### config.mk
export PLATFORM = sky130hd
export DESIGN_NAME = refclk_ratio_div
export DESIGN_NICKNAME = d
export VERILOG_FILES = /design/src/rtl/rdiv_pkg.sv /design/src/rtl/rdiv_field_hold.sv /design/src/rtl/rdiv_phase_ctr.sv /design/src/rtl/rdiv_wave_gen.sv /design/src/rtl/refclk_ratio_div.sv
export SDC_FILE = /design/constraint.sdc
export NUM_CORES = 1
export LEC_CHECK = 0
export ABC_AREA = 1
export BUFFER_PORTS_ARGS = -buffer_cell sky130_fd_sc_hd__buf_2
export CAP_MARGIN = 30
export CORE_ASPECT_RATIO = 1.2
export CORE_UTILIZATION = 46
export DETAILED_ROUTE_END_ITERATION = 8
export PLACE_DENSITY = 0.67
export SLEW_MARGIN = 20
export SYNTH_ARGS = -nofsm -noshare
export SYNTH_HDL_FRONTEND = slang
export SYNTH_SLANG_ARGS = --single-unit
export TNS_END_PERCENT = 50
### constraint.sdc
create_clock -name clk_ref -period 3.4 [get_ports clk_ref]
set_input_delay 0.68 -clock clk_ref [delete_from_list [all_inputs] [get_ports clk_ref]]
set_output_delay 0.68 -clock clk_ref [all_outputs]
set_load 0.005 [all_outputs]
### src/rtl/rdiv_pkg.sv
package rdiv_pkg;
  localparam int RD_FIELD_W = 7;
  localparam int RD_OFFSET  = 2;
  localparam int RD_MAX_RATIO = (1 << RD_FIELD_W) - 1 + RD_OFFSET;
  localparam int RD_RATIO_W = $clog2(RD_MAX_RATIO + 1);

  typedef logic [RD_FIELD_W-1:0] field_t;
  typedef logic [RD_RATIO_W-1:0] ratio_t;

  // Total division ratio for a stored field value.
  function automatic ratio_t tot_ratio(input field_t f);
    return ratio_t'(f) + ratio_t'(RD_OFFSET);
  endfunction

  // Number of high cycles in one output period.
  function automatic ratio_t high_span(input ratio_t r);
    return r >> 1;
  endfunction

  // Count value of the last cycle in a period.
  function automatic ratio_t last_count(input ratio_t r);
    return r - ratio_t'(1);
  endfunction
endpackage

### src/rtl/rdiv_field_hold.sv
module rdiv_field_hold
  import rdiv_pkg::*;
(
  input  logic   clk,
  input  logic   rst_n,
  input  logic   wrap_i,
  input  field_t field_i,
  output ratio_t ratio_o,
  output ratio_t ratio_nxt_o
);
  ratio_t ratio_q;

  // The new ratio is visible one edge early so that the output stage can
  // look ahead when a period starts.
  always_comb begin
    ratio_nxt_o = wrap_i ? tot_ratio(field_i) : ratio_q;
  end

  always_ff @(posedge clk or negedge rst_n) begin
    if (!rst_n) ratio_q <= tot_ratio('0);
    else        ratio_q <= ratio_nxt_o;
  end

  assign ratio_o = ratio_q;
endmodule

### src/rtl/rdiv_phase_ctr.sv
module rdiv_phase_ctr
  import rdiv_pkg::*;
(
  input  logic   clk,
  input  logic   rst_n,
  input  ratio_t ratio_i,
  output ratio_t cnt_o,
  output ratio_t cnt_nxt_o,
  output logic   wrap_o,
  output logic   tc_o
);
  ratio_t cnt_q;
  logic   fresh_q;
  logic   at_last;

  assign at_last = (cnt_q == last_count(ratio_i));

  // A period boundary happens in the last cycle, and also once straight
  // after reset so that the field is loaded at the first edge.
  assign wrap_o = fresh_q | at_last;
  assign tc_o   = at_last & ~fresh_q;

  always_comb begin
    cnt_nxt_o = wrap_o ? '0 : cnt_q + ratio_t'(1);
  end

  always_ff @(posedge clk or negedge rst_n) begin
    if (!rst_n) begin
      cnt_q   <= '0;
      fresh_q <= 1'b1;
    end else begin
      cnt_q   <= cnt_nxt_o;
      fresh_q <= 1'b0;
    end
  end

  assign cnt_o = cnt_q;
endmodule

### src/rtl/rdiv_wave_gen.sv
module rdiv_wave_gen
  import rdiv_pkg::*;
(
  input  logic   clk,
  input  logic   rst_n,
  input  ratio_t cnt_nxt_i,
  input  ratio_t ratio_nxt_i,
  output logic   wave_o
);
  logic wave_q;

  // The level is registered from next-state values, so the output leaves
  // a flop directly and carries no glitches.
  always_ff @(posedge clk or negedge rst_n) begin
    if (!rst_n) wave_q <= 1'b0;
    else        wave_q <= (cnt_nxt_i < high_span(ratio_nxt_i));
  end

  assign wave_o = wave_q;
endmodule

### src/rtl/refclk_ratio_div.sv
module refclk_ratio_div
  import rdiv_pkg::*;
(
  input  logic       clk_ref,
  input  logic       rst_n,
  input  logic [7:0] cfg_byte,
  output logic       clk_div_o,
  output logic       tc_pulse_o
);
  // Named internal events used by the bound checker.
  ratio_t ratio_act;
  ratio_t ratio_nxt;
  ratio_t cnt;
  ratio_t cnt_nxt;
  logic   wrap;
  field_t field;

  // Only the low field bits reach the divider; bit 7 belongs elsewhere.
  assign field = cfg_byte[RD_FIELD_W-1:0];

  rdiv_field_hold u_hold (
    .clk         (clk_ref),
    .rst_n       (rst_n),
    .wrap_i      (wrap),
    .field_i     (field),
    .ratio_o     (ratio_act),
    .ratio_nxt_o (ratio_nxt)
  );

  rdiv_phase_ctr u_ctr (
    .clk       (clk_ref),
    .rst_n     (rst_n),
    .ratio_i   (ratio_act),
    .cnt_o     (cnt),
    .cnt_nxt_o (cnt_nxt),
    .wrap_o    (wrap),
    .tc_o      (tc_pulse_o)
  );

  rdiv_wave_gen u_wave (
    .clk         (clk_ref),
    .rst_n       (rst_n),
    .cnt_nxt_i   (cnt_nxt),
    .ratio_nxt_i (ratio_nxt),
    .wave_o      (clk_div_o)
  );
endmodule

### Word level (Yosys, flattened, before mapping)

Cells that the tools add are included.

| word-level totals | value |
|---|---|
| bits in latches | 0 |
| output and inout bits | 2 |
| input port bits | 10 |
| logic and storage cells | 15 |
| memories | 0 |
| register bits after elaboration | 18 |
| ROM bits | 0 |
| bits in writable memories | 0 |

| cells by class | value |
|---|---|
| bitwise operators | 3 |
| reductions and logical operators | 0 |
| div/mod/pow operators | 0 |
| shift-type cells | 0 |
| $mul | 0 |
| mux-type cells | 2 |
| equal/unequal tests | 1 |
| add/subtract/negate cells | 3 |
| magnitude comparators | 1 |

Operators by type and width:

| kind | count |
|---|---|
| two-way mux 8 bit | 2 |
| adder 7 x 2 -> 8 bit, second input constant | 1 |
| adder 8 x 1 -> 8 bit, second input constant | 1 |
| equality test 8 bit | 1 |
| < comparator 8 x 7 -> 1 bit | 1 |
| subtractor 8 x 1 -> 8 bit, second input constant | 1 |
| AND 1 bit | 1 |
| NOT 1 bit | 1 |
| bitwise OR 1 bit | 1 |

### Logic depth before layout (Yosys ltp)

| logic depth | value |
|---|---|
| depth in word-level cells | 5 |
| gate-level depth with buffers | 21 |
| gate-level depth less buffers | 21 |

### By module

A second synthesis with hierarchy kept.

| unflattened totals | value |
|---|---|
| cell total of the unflattened synthesis | 187 |
| area, all modules | 1280.0 um2 |

By module, submodules not included:

| module | area an instance (um2) | instances | cells an instance | sequential area each (um2) |
|---|---|---|---|---|
| rdiv_phase_ctr | 695.7 | 1 | 106 | 226.5 |
| rdiv_field_hold | 391.6 | 1 | 51 | 201.4 |
| rdiv_wave_gen | 192.7 | 1 | 30 | 25.0 |

### Least setup slack after synthesis

No wires, ideal clock.

| timing path | value |
|---|---|
| kind | register to register |
| from | reg u_hold.ratio_q[1] (netlist: u_hold.ratio_o[1]) |
| to | reg u_wave.wave_q (netlist: u_wave.wave_o) |
| setup time | 0.073 ns |
| required time | 3.327 ns |
| setup slack | 0.563 ns |
| buffers on the path | 1 |
| clock period less this slack | 2.837 ns |
| arrival | 2.763 ns |
| cell stages (with the launch flop) | 20 |
| path through | dfstp_2 -> inv_1 -> ha_1 -> nand2_1 -> inv_1 -> nor2_1 -> nand2_1 -> nor2_2 -> nand3_1 -> nor2_1 -> nand2_2 -> nand2_4 -> buf_2 -> nand2_1 -> o21ai_0 -> ha_1 -> a21oi_1 -> nor2_1 -> or3_1 -> a21oi_2 |

| between the ends | value |
|---|---|
| cells in the longest elaborated chain, start to end | 5 |
| elaborated cells between the ends (all ways) | 6 |
| classes of those cells | add/sub (1); order compare (1); eq/ne (1); mux (2); bitwise (1) |

RTL lines:

| what | line | text |
|---|---|---|
| start: declaration | rdiv_field_hold.sv:11 | `ratio_t ratio_q;` |
| start signal: assignment | rdiv_field_hold.sv:20 | `if (!rst_n) ratio_q <= tot_ratio('0);` |
| start signal: assignment | rdiv_field_hold.sv:21 | `else ratio_q <= ratio_nxt_o;` |
| subtractor 8 x 1 -> 8 bit | rdiv_pkg.sv:22 | `return r - ratio_t'(1);` |
| equality test 8 bit | rdiv_phase_ctr.sv:16 | `assign at_last = (cnt_q == last_count(ratio_i));` |
| bitwise OR 1 bit | rdiv_phase_ctr.sv:20 | `assign wrap_o = fresh_q \| at_last;` |
| two-way mux 8 bit (on tied branches) | rdiv_phase_ctr.sv:24, rdiv_field_hold.sv:16 |  |
| < comparator 8 x 7 -> 1 bit * | rdiv_wave_gen.sv:16 | `else wave_q <= (cnt_nxt_i < high_span(ratio_nxt_i));` |
| end signal: assignment | rdiv_wave_gen.sv:16 |  |
| end: declaration | rdiv_wave_gen.sv:10 | `logic wave_q;` |

Every way passes the cells marked *; elsewhere a longest branch is shown, timed or not.
A chain may end at the register's enable or synchronous reset.

### Worst setup path in the final report

Same ends and word-level chain as after synthesis.

==> impl_metrics.env <==
export IMPL_layout_setup_ws_ps=377
export IMPL_power_mw=0.463
export IMPL_maxSlewViolCount=0
export IMPL_synth_top_area_cell="dfrtp_1"
export IMPL_ant_nets=0
export IMPL_gr_total_overflow=0
export IMPL_num_rows=20
export IMPL_yosysSeqAreaShare=0.362
export IMPL_hold_buffers=0
export IMPL_synth_xor_area_frac=0.0560
export IMPL_yosys_area_share_simple=0.320
export IMPL_post_place_ws_ps=385
export IMPL_clock_latency_ps=290
export IMPL_diodes=0
export IMPL_antenna_found_initial=0
export IMPL_synth_compound_area_frac=0.0750
export IMPL_ys_ff_latch=18
export IMPL_startpoint_type="flop"
export IMPL_hold_viol=0
export IMPL_design_area_um2=1360
export IMPL_synth_area_um2=1250
export IMPL_worstPathRequired_ps=3630
export IMPL_synth_top_family_by_area="simple AND/OR/NAND/NOR gates"
export IMPL_clk_pin_slew_worst_paths_ps=100
export IMPL_vias=1044
export IMPL_synth_cells=174
export IMPL_clock_fmax_mhz=331
export IMPL_port_buffer_count=10
export IMPL_tns_ps=0
export IMPL_synth_nets=193
export IMPL_finalClockSkew_ps=10.4
export IMPL_drt_initial_drc_count=30
export IMPL_clk_path_buf_depth=2
export IMPL_yosys_top_cells_area="dfrtp_1 (32%), nand2_1 (13%), ha_1 (9.0%)"
export IMPL_status="finished clean"
export IMPL_setup_violations=0
export IMPL_grt_total_usage=0.186
export IMPL_die_y_um=59.1
export IMPL_period_share=0.889
export IMPL_power_density_nw_per_um2=340
export IMPL_rsz0062_at_grt="false"
export IMPL_leakagePower_nw=0.739
export IMPL_ctsResizeCount=0
export IMPL_min_path_type="in -> async"
export IMPL_core_area_um2=2550
export IMPL_cts_sinks=18
export IMPL_wire_per_inst_um=10.3
export IMPL_ir_worst_vdd_mv=0.219
export IMPL_grt_pass1_wl_um=4140
export IMPL_initial_core_util=0.490
export IMPL_crit_fanout=19
export IMPL_dieArea_um2=2930
export IMPL_cts_tree="yes"
export IMPL_synthMuxAreaShare=0
export IMPL_arrival_ps=3250
export IMPL_cp_end_kind="flop"
export IMPL_area_growth_pct=9.00
export IMPL_placed_area_um2=1340
export IMPL_cts_root_buffer="clkbuf_4"
export IMPL_vias_per_cell=4.75
export IMPL_drtPass1Iterations=4
export IMPL_drt_total_wl_um=2260
export IMPL_drc=0
export IMPL_drive_above_1_share=0.139
export IMPL_fin_crit_ps=3020
export IMPL_syn_mean_instance_area_um2=7.19
export IMPL_critical_path_class="reg -> reg"
export IMPL_maxCapViolCount=0
export IMPL_synth_fa_ha_area_frac=0.0900
export IMPL_postCtsSetupBuffers=0
export IMPL_synth_cell_types=27
export IMPL_ys_warn_count=0
export IMPL_place_congestion=0.811
export IMPL_fin_nets=207
export IMPL_grt_max_degree=20
export IMPL_dpl_hpwl_um=1840
export IMPL_cts_made_buffers=3
export IMPL_grt_pass1_vias=1024
export IMPL_pin_count=12
export IMPL_synth_top_area_frac=0.320
export IMPL_die_w_um=49.6
export IMPL_h_tree_depth=1
## per-stage QoR
step / hold slack (ps) / cells / util
2_1_floorplan: 384 / 174 / -
3_3_place_gp: 578 / 216 / 0.524
3_5_place_dp: 592 / 216 / 0.524
6_report: 306 / 220 / 0.534
4_1_cts: 307 / 220 / 0.534
5_1_grt: 324 / 220 / 0.534
## sequential cells by signal, summed over array words and instances, names as in the netlist
register,cells
u_hold.ratio_o,8
u_ctr.cnt_o,8
u_wave.wave_o,1
u_ctr.fresh_q,1
## cells in the final DEF, fill, tap and decap left out, types with 2 or more instances in the layout
cell      netlist  layout
nand2_1        42      42
inv_1          27      27
nor2_1         21      21
dfrtp_1        16      16
nand3_1        10      10
buf_2           1      10
o21ai_0         9       9
ha_1            9       9
xor2_1          6       6
a21oi_1         6       6
inv_2           3       3
clkbuf_4        0       3
nor2_2          2       2
nand2_2         2       2
xnor2_1         2       2
nand3b_1        2       2
or2_1           2       2
o21ai_1         2       2
nor3_1          2       2
dfstp_2         2       2
## synth_stat cells
| master | instances |
|---|---|
| a21oi_1 | 6 |
| a21oi_2 | 1 |
| and2_1 | 1 |
| and3_1 | 1 |
| buf_2 | 1 |
| conb_1 | 1 |
| dfrtp_1 | 16 |
| dfstp_2 | 2 |
| ha_1 | 9 |
| inv_1 | 27 |
| inv_2 | 3 |
| nand2_1 | 42 |
| nand2_2 | 2 |
| nand2_4 | 1 |
| nand3_1 | 10 |
| nand3_2 | 1 |
| nand3b_1 | 2 |
| nor2_1 | 21 |
| nor2_2 | 2 |
| nor2_4 | 1 |
| nor3_1 | 2 |
| o21ai_0 | 9 |
| o21ai_1 | 2 |
| or2_1 | 2 |
| or3_1 | 1 |
| xnor2_1 | 2 |
| xor2_1 | 6 |
## area by class of cell
class / instances / area, um^2
Multi-Input combinational cell: 125 / 681
Timing Repair Buffer: 10 / 50.0
Tap cell: 33 / 41.3
Inverter: 30 / 113
Fill cell: 260 / 1190
Sequential cell: 18 / 453
Clock buffer: 4 / 26.3
## cell families (layout without fill, tap and decap cells)
logic type               Yosys count  after routing
AND/OR/NAND/NOR                   89             89
other                              1              1
adder cells (fa/ha/maj)            9              9
AO/OA/AOI/OAI                     18             18
buffers and inverters             31             44
flip-flops                        18             18
XOR/XNOR                           8              8
## report_power, final
| group | switching, mW | internal (mW) | leakage, nW | total [mW] |
|---|---|---|---|---|
| sequential | 0.0156 | 0.230 | 0.222 | 0.245 |
| clock | 0.0623 | 0.0455 | 0.0150 | 0.108 |
| combinational | 0.0681 | 0.0421 | 0.502 | 0.110 |
| total | 0.146 | 0.317 | 0.739 | 0.463 |
## worst max-delay path: stages, from the launching register on
cell	delay (ps)
dfstp_2	570
inv_1	70
ha_1	290
nand2_1	70
inv_1	30
nor2_1	90
nand2_1	80
nor2_2	100
nand3_1	60
nor2_1	130
nand2_2	110
nand2_4	190
nand2_1	90
o21ai_0	120
ha_1	280
a21oi_1	160
nor2_1	50
or3_1	360
a21oi_2	110
## routing by layer
| layer | part of all wire | global-route usage |
|---|---|---|
| met2 | 0.48 | 0.324 |
| met5 | 0 | 0 |
| met1 | 0.50 | 0.235 |
| met4 | 0.0075 | 0.0735 |
| met3 | 0.016 | 0.0231 |
## path summary, 6_finish.rpt
kind,start,endpoint,slack [ps],depth (start not counted)
hold reg to reg,u_hold.ratio_o[7],u_hold.ratio_o[7],620,2
hold / removal,rst_n,u_ctr.cnt_o[7],310,1
min in group clk_ref,u_hold.ratio_o[7],u_hold.ratio_o[7],620,2
max in group asynchronous,rst_n,u_hold.ratio_o[1],2770,1
setup reg to reg,u_hold.ratio_o[1],u_wave.wave_o,380,18
setup / recovery,u_hold.ratio_o[1],u_wave.wave_o,380,18
Note: power is estimated with default switching activity, not from simulation.
